## config.mk

```make
export PLATFORM = sky130hd
export DESIGN_NAME = cec_rx_err_policy
export DESIGN_NICKNAME = d
export VERILOG_FILES = /design/src/rtl/cec_err_pkg.sv /design/src/rtl/cec_err_decide.sv /design/src/rtl/cec_err_flags.sv /design/src/rtl/cec_rx_err_policy.sv
export SDC_FILE = /design/constraint.sdc
export NUM_CORES = 1
export LEC_CHECK = 0
export ABC_AREA = 0
export BUFFER_PORTS_ARGS = -buffer_cell sky130_fd_sc_hd__buf_2
export CORE_AREA = 2 2 39 41
export CTS_BUF_LIST = sky130_fd_sc_hd__clkbuf_2 sky130_fd_sc_hd__clkbuf_4 sky130_fd_sc_hd__clkbuf_8
export DETAILED_ROUTE_END_ITERATION = 12
export DIE_AREA = 0 0 41 43
export PLACE_DENSITY = 0.54
export SLEW_MARGIN = 20
export SYNTH_ARGS = -nofsm -noshare
export SYNTH_HDL_FRONTEND = slang
export SYNTH_SLANG_ARGS = --single-unit
```

## constraint.sdc

```tcl
create_clock -name clk -period 0.8 [get_ports clk]
set_input_delay 0.04 -clock clk [delete_from_list [all_inputs] [get_ports clk]]
set_output_delay 0.04 -clock clk [all_outputs]
set_load 0.02 [all_outputs]
```

## src/rtl/cec_err_pkg.sv

```systemverilog
package cec_err_pkg;

    localparam int NUM_ERR = 5;

    typedef enum int unsigned {
        E_RISE  = 0,
        E_SHORT = 1,
        E_LONG  = 2,
        E_NOACK = 3,
        E_OVR   = 4
    } err_idx_e;

    typedef struct packed {
        logic stop_on_rise;
        logic gen_on_rise;
        logic gen_on_long;
        logic bcast_quiet;
        logic full_listen;
    } policy_cfg_t;

    typedef struct packed {
        logic rise;
        logic short_p;
        logic long_p;
    } timing_err_t;

    // Per-error permission to drive an error bit. Broadcast frames use
    // their own rule, which replaces the per-error enables.
    function automatic logic wants_errbit(timing_err_t e, logic bcast, policy_cfg_t c);
        logic ok_rise, ok_short, ok_long;
        if (!bcast) begin
            ok_rise  = c.gen_on_rise & c.stop_on_rise;
            ok_long  = c.gen_on_long;
            ok_short = 1'b1;
        end else begin
            ok_rise  = ~c.bcast_quiet & c.stop_on_rise;
            ok_long  = ~c.bcast_quiet;
            ok_short = ~c.full_listen;
        end
        return (e.rise & ok_rise) | (e.short_p & ok_short) | (e.long_p & ok_long);
    endfunction

endpackage

```

## src/rtl/cec_err_decide.sv

```systemverilog
module cec_err_decide
    import cec_err_pkg::*;
(
    input  logic        clk,
    input  logic        rst,
    input  timing_err_t terr,
    input  logic        bcast,
    input  policy_cfg_t cfg,
    output logic        stop_o,
    output logic        errbit_o
);
    logic stop_q, errbit_q;

    always_ff @(posedge clk) begin
        if (rst) begin
            stop_q   <= 1'b0;
            errbit_q <= 1'b0;
        end else begin
            stop_q   <= terr.rise & cfg.stop_on_rise;
            errbit_q <= wants_errbit(terr, bcast, cfg);
        end
    end

    assign stop_o   = stop_q;
    assign errbit_o = errbit_q;
endmodule

```

## src/rtl/cec_err_flags.sv

```systemverilog
module cec_err_flags #(
    parameter int N = 5
) (
    input  logic         clk,
    input  logic         rst,
    input  logic [N-1:0] set_i,
    input  logic [N-1:0] clr_i,
    output logic [N-1:0] flags_o
);
    logic [N-1:0] q;

    for (genvar i = 0; i < N; i++) begin : g_cell
        always_ff @(posedge clk) begin
            if (rst)           q[i] <= 1'b0;
            else if (set_i[i]) q[i] <= 1'b1;   // a new error beats a clear
            else if (clr_i[i]) q[i] <= 1'b0;
        end
    end

    assign flags_o = q;
endmodule

```

## src/rtl/cec_rx_err_policy.sv

```systemverilog
module cec_rx_err_policy
    import cec_err_pkg::*;
#(
    parameter int NFLAG = cec_err_pkg::NUM_ERR
) (
    input  logic             clk,
    input  logic             rst,
    input  logic             err_rise_i,
    input  logic             err_short_i,
    input  logic             err_long_i,
    input  logic             err_noack_i,
    input  logic             err_ovr_i,
    input  logic             frame_bcast_i,
    input  logic             cfg_stop_rise_i,
    input  logic             cfg_gen_rise_i,
    input  logic             cfg_gen_long_i,
    input  logic             cfg_bcast_quiet_i,
    input  logic             cfg_full_listen_i,
    input  logic [NFLAG-1:0] flag_clr_i,
    output logic             rx_stop_o,
    output logic             errbit_req_o,
    output logic [NFLAG-1:0] flags_o
);
    policy_cfg_t      cfg;
    timing_err_t      terr;
    logic [NFLAG-1:0] set_vec;

    assign cfg = '{stop_on_rise: cfg_stop_rise_i, gen_on_rise: cfg_gen_rise_i,
                   gen_on_long: cfg_gen_long_i, bcast_quiet: cfg_bcast_quiet_i,
                   full_listen: cfg_full_listen_i};
    assign terr = '{rise: err_rise_i, short_p: err_short_i, long_p: err_long_i};

    always_comb begin
        set_vec          = '0;
        set_vec[E_RISE]  = err_rise_i;
        set_vec[E_SHORT] = err_short_i;
        set_vec[E_LONG]  = err_long_i;
        set_vec[E_NOACK] = err_noack_i;
        set_vec[E_OVR]   = err_ovr_i;
    end

    cec_err_decide i_decide (
        .clk     (clk),
        .rst     (rst),
        .terr    (terr),
        .bcast   (frame_bcast_i),
        .cfg     (cfg),
        .stop_o  (rx_stop_o),
        .errbit_o(errbit_req_o)
    );

    cec_err_flags #(.N(NFLAG)) i_flags (
        .clk    (clk),
        .rst    (rst),
        .set_i  (set_vec),
        .clr_i  (flag_clr_i),
        .flags_o(flags_o)
    );
endmodule

```

==> results.txt, run 1 <==
Critical path fanouts, max - 2
Sw power - 216.4 uW
Worst vdd ir - 0.6906 mV
Compound-Gate Fraction of Synth Area - 18.30%
Die Y - 43 um
Delay-heaviest family, CP - flip-flops
Maxcap violations - 0
Worst-margin pin slew - 0.2024 ns
Outcome - complete, no violations
Slowest cell on the critical path - dfxtp_1
First-pass DRT Iterations - 4
Post-Syn Area per Cell - 8.493 sq um
CP required - 0.76 ns
Routed length per placed instance - 8.231 um
Final Power - 894.0 uW
Core area - 1384 sq um
Hold Path Class - input port to register
Total placed instance area - 416.7 sq um
Endpoints failing setup - 0
EDFF count, synth - 0
# DRC - 0
Post-Synth Adder-Cell Area - 0%
Tmin final - 0.7632 ns
Combinational power share - 18.0%
First-pass GRT wire length - 1062 um
Post-CTS Setup Inserts - 0
Post-synth top cells - nor2_1 (8), dfxtp_1 (7), inv_1 (6)
CP Depth - 1
Worst Skew - 0 ns
RR Endpoint - i_flags.flags_o[0]
Crit path arrival time - 0.72 ns
Mux cell area share after synthesis - 0%
Synth unique cells - 9
Top cells by area, synth - dfxtp_1 (50%), nor2_1 (11%), a21oi_1 (8.9%), inv_1 (8.0%), o32ai_2 (5.8%)
Sequential fraction of design power - 42.7%
Post-route ant nets - 0
CTS Root Cell - clkbuf_4
Register area share after synthesis - 50.00%
Slew HR - 86.51%
Vias - 306
Internal power - 677.5 uW
Placed Instances - 73
TNS Setup - 0 ns
Initial Utilization - 20.25%
H-tree level count - 1
Die span in x - 41 um
Longest Clk Path Bufs - 2
Reg2Reg Launch Point - i_flags.flags_o[0]
Diode count - 0
Power per Cell Area - 1926 nW/um^2
Skew-Pair Late Insertion Delay - 0.24 ns
Slew Viols, Final - 0
Setup slack, reg-to-reg - 0.21 ns
CP Class - register to output port
Type of destination of the critical path - output port
Syn. warnings - 0
Via/cell ratio - 3.923
Leakage power - 0.0002632 uW
Unrepaired setup endpoints after global routing - no
Finished layout cell area - 464.2 sq um
Register bit total from synthesis - 7
Largest family of logic cells by synthesized area - simple AND/OR/NAND/NOR gates
Largest net degree at the start of global routing - 8
Detailed Route Iter0 Violations - 3
Die ar. - 1763 sq um
CP bufs+invs - 1
Clock Pin Slew Worst Setup and Hold Paths - 0.05 ns
TritonCTS clock tree - built
Clock power frac - 39.3%
Final nets - 81
Post-Syn Instances - 33
Post-synth top area share - 50.00%
CTS Sinks - 7
Routability cong. - 0.6480
Syn-to-layout area delta - 65.62%
CP Cell Sequence - buf_2
Synth Area in Simple Gates - 19.64%
CTS buffer count - 3
Most common cell in the synthesized netlist - nor2_1
Mapped Area - 280.3 sq um
Total GRT Usage - 9.356%
Cells on worst reg2reg path - 2
Critical Path Sink - flags_o[0]
Final hold vios - 0
Leading area contributor after synthesis - dfxtp_1
Total grt overflow - 0
Commonest register cell after synthesis - dfxtp_1
# rows - 14
Initial antenna violation count - 0
Vias in the first global route - 289
Fmax - 1310 MHz
Routed WL - 642 um
Switching Share - 24.21%
Post-synth net total - 51
Crit path launch - i_flags.flags_o[0]
Startpoint Class - register
Max incr delay on CP - 0.32 ns
Port-buffer cells - 24
Async SR Flop Fraction - 0%
Layout cell share with drive strength beyond 1 - 50.00%
Fill cells - 151
Final non-filler cell total - 78
Final period util - 95.41%
IO Count - 25
Post-Synth XOR/XNOR Area - 0%
[sequential cells by signal, summed over array words and instances, names as in the netlist]
signal,count
i_decide.errbit_o,1
i_flags.flags_o,5
i_decide.stop_o,1
[placed cells by master (no fill, tap or decap), drive strengths merged]
cell,count
nand2,3
nand2b,1
inv,6
a32o,1
dfxtp,7
dlygate4sd3,1
clkbuf,4
buf,25
a21oi,5
o32ai,1
nor2,8
[kinds of logic (layout without fill, tap and decap cells)]
family,after synthesis,after routing
buffers and inverters,7,36
AO/OA/AOI/OAI,7,7
flip-flops,7,7
AND/OR/NAND/NOR,12,12
[per-stage QoR]
step | setup slack, ns | utilization, % | hold slack (ns)
after CTS | 0.01842 | 33.00 | 0.004143
after global routing | 0.006518 | 33.54 | 0.03337
final | 0.03676 | 33.54 | 0.005556
after detailed placement | 0.05460 | 30.11 | 0.2561
after floorplan | 0.1587 | - | 0.1574
after global placement | 0.09166 | 30.11 | 0.2489
[power groups by stage]
stage	Sequential, uW	Clock [uW]	Combinational (uW)
finish	382	351	161
global route	384	383	179
CTS	381	368	158
detailed placement	388	0	155
global placement	389	0	152
floorplan	419	0	50.9
[metal layers]
layer | routed length, um | vias to the layer above | part of all wire [%] | global-route usage (%)
li1 | - | 161 | - | -
met1 | 257 | 127 | 40 | 10.03
met2 | 312 | 16 | 49 | 13.75
met3 | 66 | 2 | 10 | 3.141
met4 | 6 | 0 | 0.93 | 8.000
met5 | 0 | - | 0 | 0
[how the worst min path moves through the flow]
stage	depth (start not counted)	slack (ns)	endpoint	startpoint
finish	3	0.006	i_flags.flags_o[4]	err_ovr_i
global route	3	0.03	i_flags.flags_o[1]	err_short_i
floorplan	2	0.16	i_flags.flags_o[0]	err_rise_i
detailed placement	3	0.26	i_flags.flags_o[3]	err_noack_i
CTS	3	0.004	i_flags.flags_o[4]	err_ovr_i
global placement	3	0.25	i_flags.flags_o[3]	err_noack_i
[timing repair]
item                                   CTS  global route
hold buffers                             1             0
resized for setup                        0             3
endpoints found under the hold margin    1             0
setup endpoints to repair                0             3
[cell type report]
class	count	area (sq um)	share of cell area, %
flip-flops and latches	7	140.1	30.19
repair buffers	26	145.1	31.27
clock buffers	4	30.03	6.469
inverters	6	22.52	4.852
well taps	16	20.02	4.313
multi-input cells	19	106.4	22.91
(Power assumes the default switching activity.)
==> run 2, diff against run 1 <==
==> constraint.sdc (replaced) <==
create_clock -name clk -period 0.8 [get_ports clk]
set_input_delay 0.12 -clock clk [delete_from_list [all_inputs] [get_ports clk]]
set_output_delay 0.12 -clock clk [all_outputs]
set_load 0.02 [all_outputs]
==> run 2 against run 1 <==
  * The run now ends with setup timing left
  * Count of clock-buffer cells in the layout unchanged
  * Total power up 3.8%
  * Routed wire length down 6.2%
  * Global-route usage up 0.37 points
  * Combinational power up 13%
  * Clock power up 1%
  * Worst hold slack better by 0.071 ns
  * Sequential power up 2%
  * Critical path depth unchanged
  * Die area unchanged
  * Utilization up 3.1 points
  * Fmax down 5.8%
  * Largest cell class unchanged
==> results.txt, run 2 (synthesis gave the netlist of run 1 again) <==
Outcome - finished, violations left
Failing checks - setup timing
Syn-to-layout area delta - 80.80%
Hold Path Class - input port to register
Slew Viols, Final - 0
Post-DP HPWL - 510.8 um
CP Class - register to output port
Type of destination of the critical path - output port
Unrepaired setup endpoints after global routing - yes
Max reg flops - 5
Worst vdd ir - 0.8445 mV
Slowest cell on the critical path - dfxtp_2
Die Y - 43 um
CTS buffer count - 3
Commonest non-fill, non-tap cell in the layout - buf_2
Worst Skew - 0 ns
Routability cong. - 0.6471
Power per Cell Area - 1831 nW/um^2
Fill cells - 159
Worst-margin pin slew - 0.1871 ns
Slew HR - 87.52%
Port-buffer cells - 24
Vias in the first global route - 281
Finished layout cell area - 506.7 sq um
CP Cell Sequence - buf_6
Routed length per placed instance - 7.718 um
Maxcap violations - 0
Die ar. - 1763 sq um
First-pass DRT Iterations - 2
Cells on worst reg2reg path - 2
Largest net degree at the start of global routing - 6
Sequential Area - 148.9 sq um
# DRC - 0
CTS Root Cell - clkbuf_4
Crit path arrival time - 0.69 ns
Endpoints failing setup - 6
Longest Clk Path Bufs - 2
CTS Hold Bufs - 0
Post-layout util - 36.62%
Initial antenna violation count - 0
Leakage power - 0.0002740 uW
CP required - 0.68 ns
Fmax - 1234 MHz
Delay-heaviest family, CP - flip-flops
Routed WL - 602 um
Resize count post-CTS - 21
Core area - 1384 sq um
Via/cell ratio - 3.936
Clock Pin Slew Worst Setup and Hold Paths - 0.05 ns
Max incr delay on CP - 0.32 ns
Total GRT Usage - 9.729%
TritonCTS clock tree - built
Critical path fanouts, max - 2
Final nets - 81
Final period util - 101.3%
Total placed instance area - 424.2 sq um
Post-CTS Setup Inserts - 0
Skew-Pair Late Insertion Delay - 0.25 ns
H-tree level count - 1
Hold WS - 0.07634 ns
# rows - 14
Post-route ant nets - 0
Layout cell share with drive strength beyond 1 - 62.90%
Multi-input gate area - 106.4 sq um
CTS Sinks - 7
Initial Utilization - 20.25%
Tmin final - 0.8106 ns
Diode count - 0
Final hold vios - 0
Total grt overflow - 0
Most frequent cells in the layout - buf_2 (17), nor2_1 (8), dfxtp_2 (7), buf_6 (7), inv_1 (6)
Startpoint Class - register
Vias - 307
Detailed Route Iter0 Violations - 4
Final worst slack - -0.01060 ns
CP Depth - 1
CP bufs+invs - 1
Die span in x - 41 um
Hold Crit Depth - 3
First-pass GRT wire length - 1090 um
IO Count - 25
==> run 2: final timing paths <==
check / endpoint / slack, ns / from
max reg2reg: i_flags.flags_o[4] / 0.21 / i_flags.flags_o[4]
max: flags_o[2] / -0.01 / i_flags.flags_o[2]
min reg2reg: i_flags.flags_o[0] / 0.48 / i_flags.flags_o[0]
min: i_flags.flags_o[4] / 0.08 / err_ovr_i
==> run 2: report_power, final <==
group	internal, uW	switching [uW]	leakage (uW)	total [uW]
Combinational	102	79.8	0.000196	182
Sequential	378	13.4	0.0000601	391
Clock	224	130	0.0000184	355
==> run 2: area by class of cell <==
type	count	share of cell area [%]
Inverter	6	4.444
Sequential cell	7	29.38
Timing Repair Buffer	26	35.31
Clock buffer	4	5.926
Multi-Input combinational cell	19	20.99
Tap cell	16	3.951
==> run 2: per-layer routing <==
layer  vias to the layer above  share of wire (%)  global-route usage [%]
met5                         -                  0                       0
met4                         0                  0                   4.000
met3                         0                 12                   7.853
met2                        16                 50                   12.81
met1                       130                 38                   11.22
li1                        161                  -                       -
==> run 2: tightest hold or removal path: cells and delay by family <==
family,cells,cell delay (ns)
buffers and inverters,1,0.07
AO/OA/AOI/OAI,1,0.03
AND/OR/NAND/NOR,1,0.06
==> run 2: through the flow <==
| stage | total power (uW) | cells | setup TNS (ns) | worst slack (ns) |
|---|---|---|---|---|
| after floorplan | 470.0 | 33 | 0 | 0.09960 |
| after global placement | 543.8 | 74 | 0 | 0.03098 |
| after detailed placement | 546.8 | 74 | -0.001232 | -0.001232 |
| after CTS | 952.9 | 78 | -0.1477 | -0.02430 |
| after global routing | 995.7 | 78 | -0.2623 | -0.04603 |
| final | 927.7 | 78 | -0.04028 | -0.01060 |
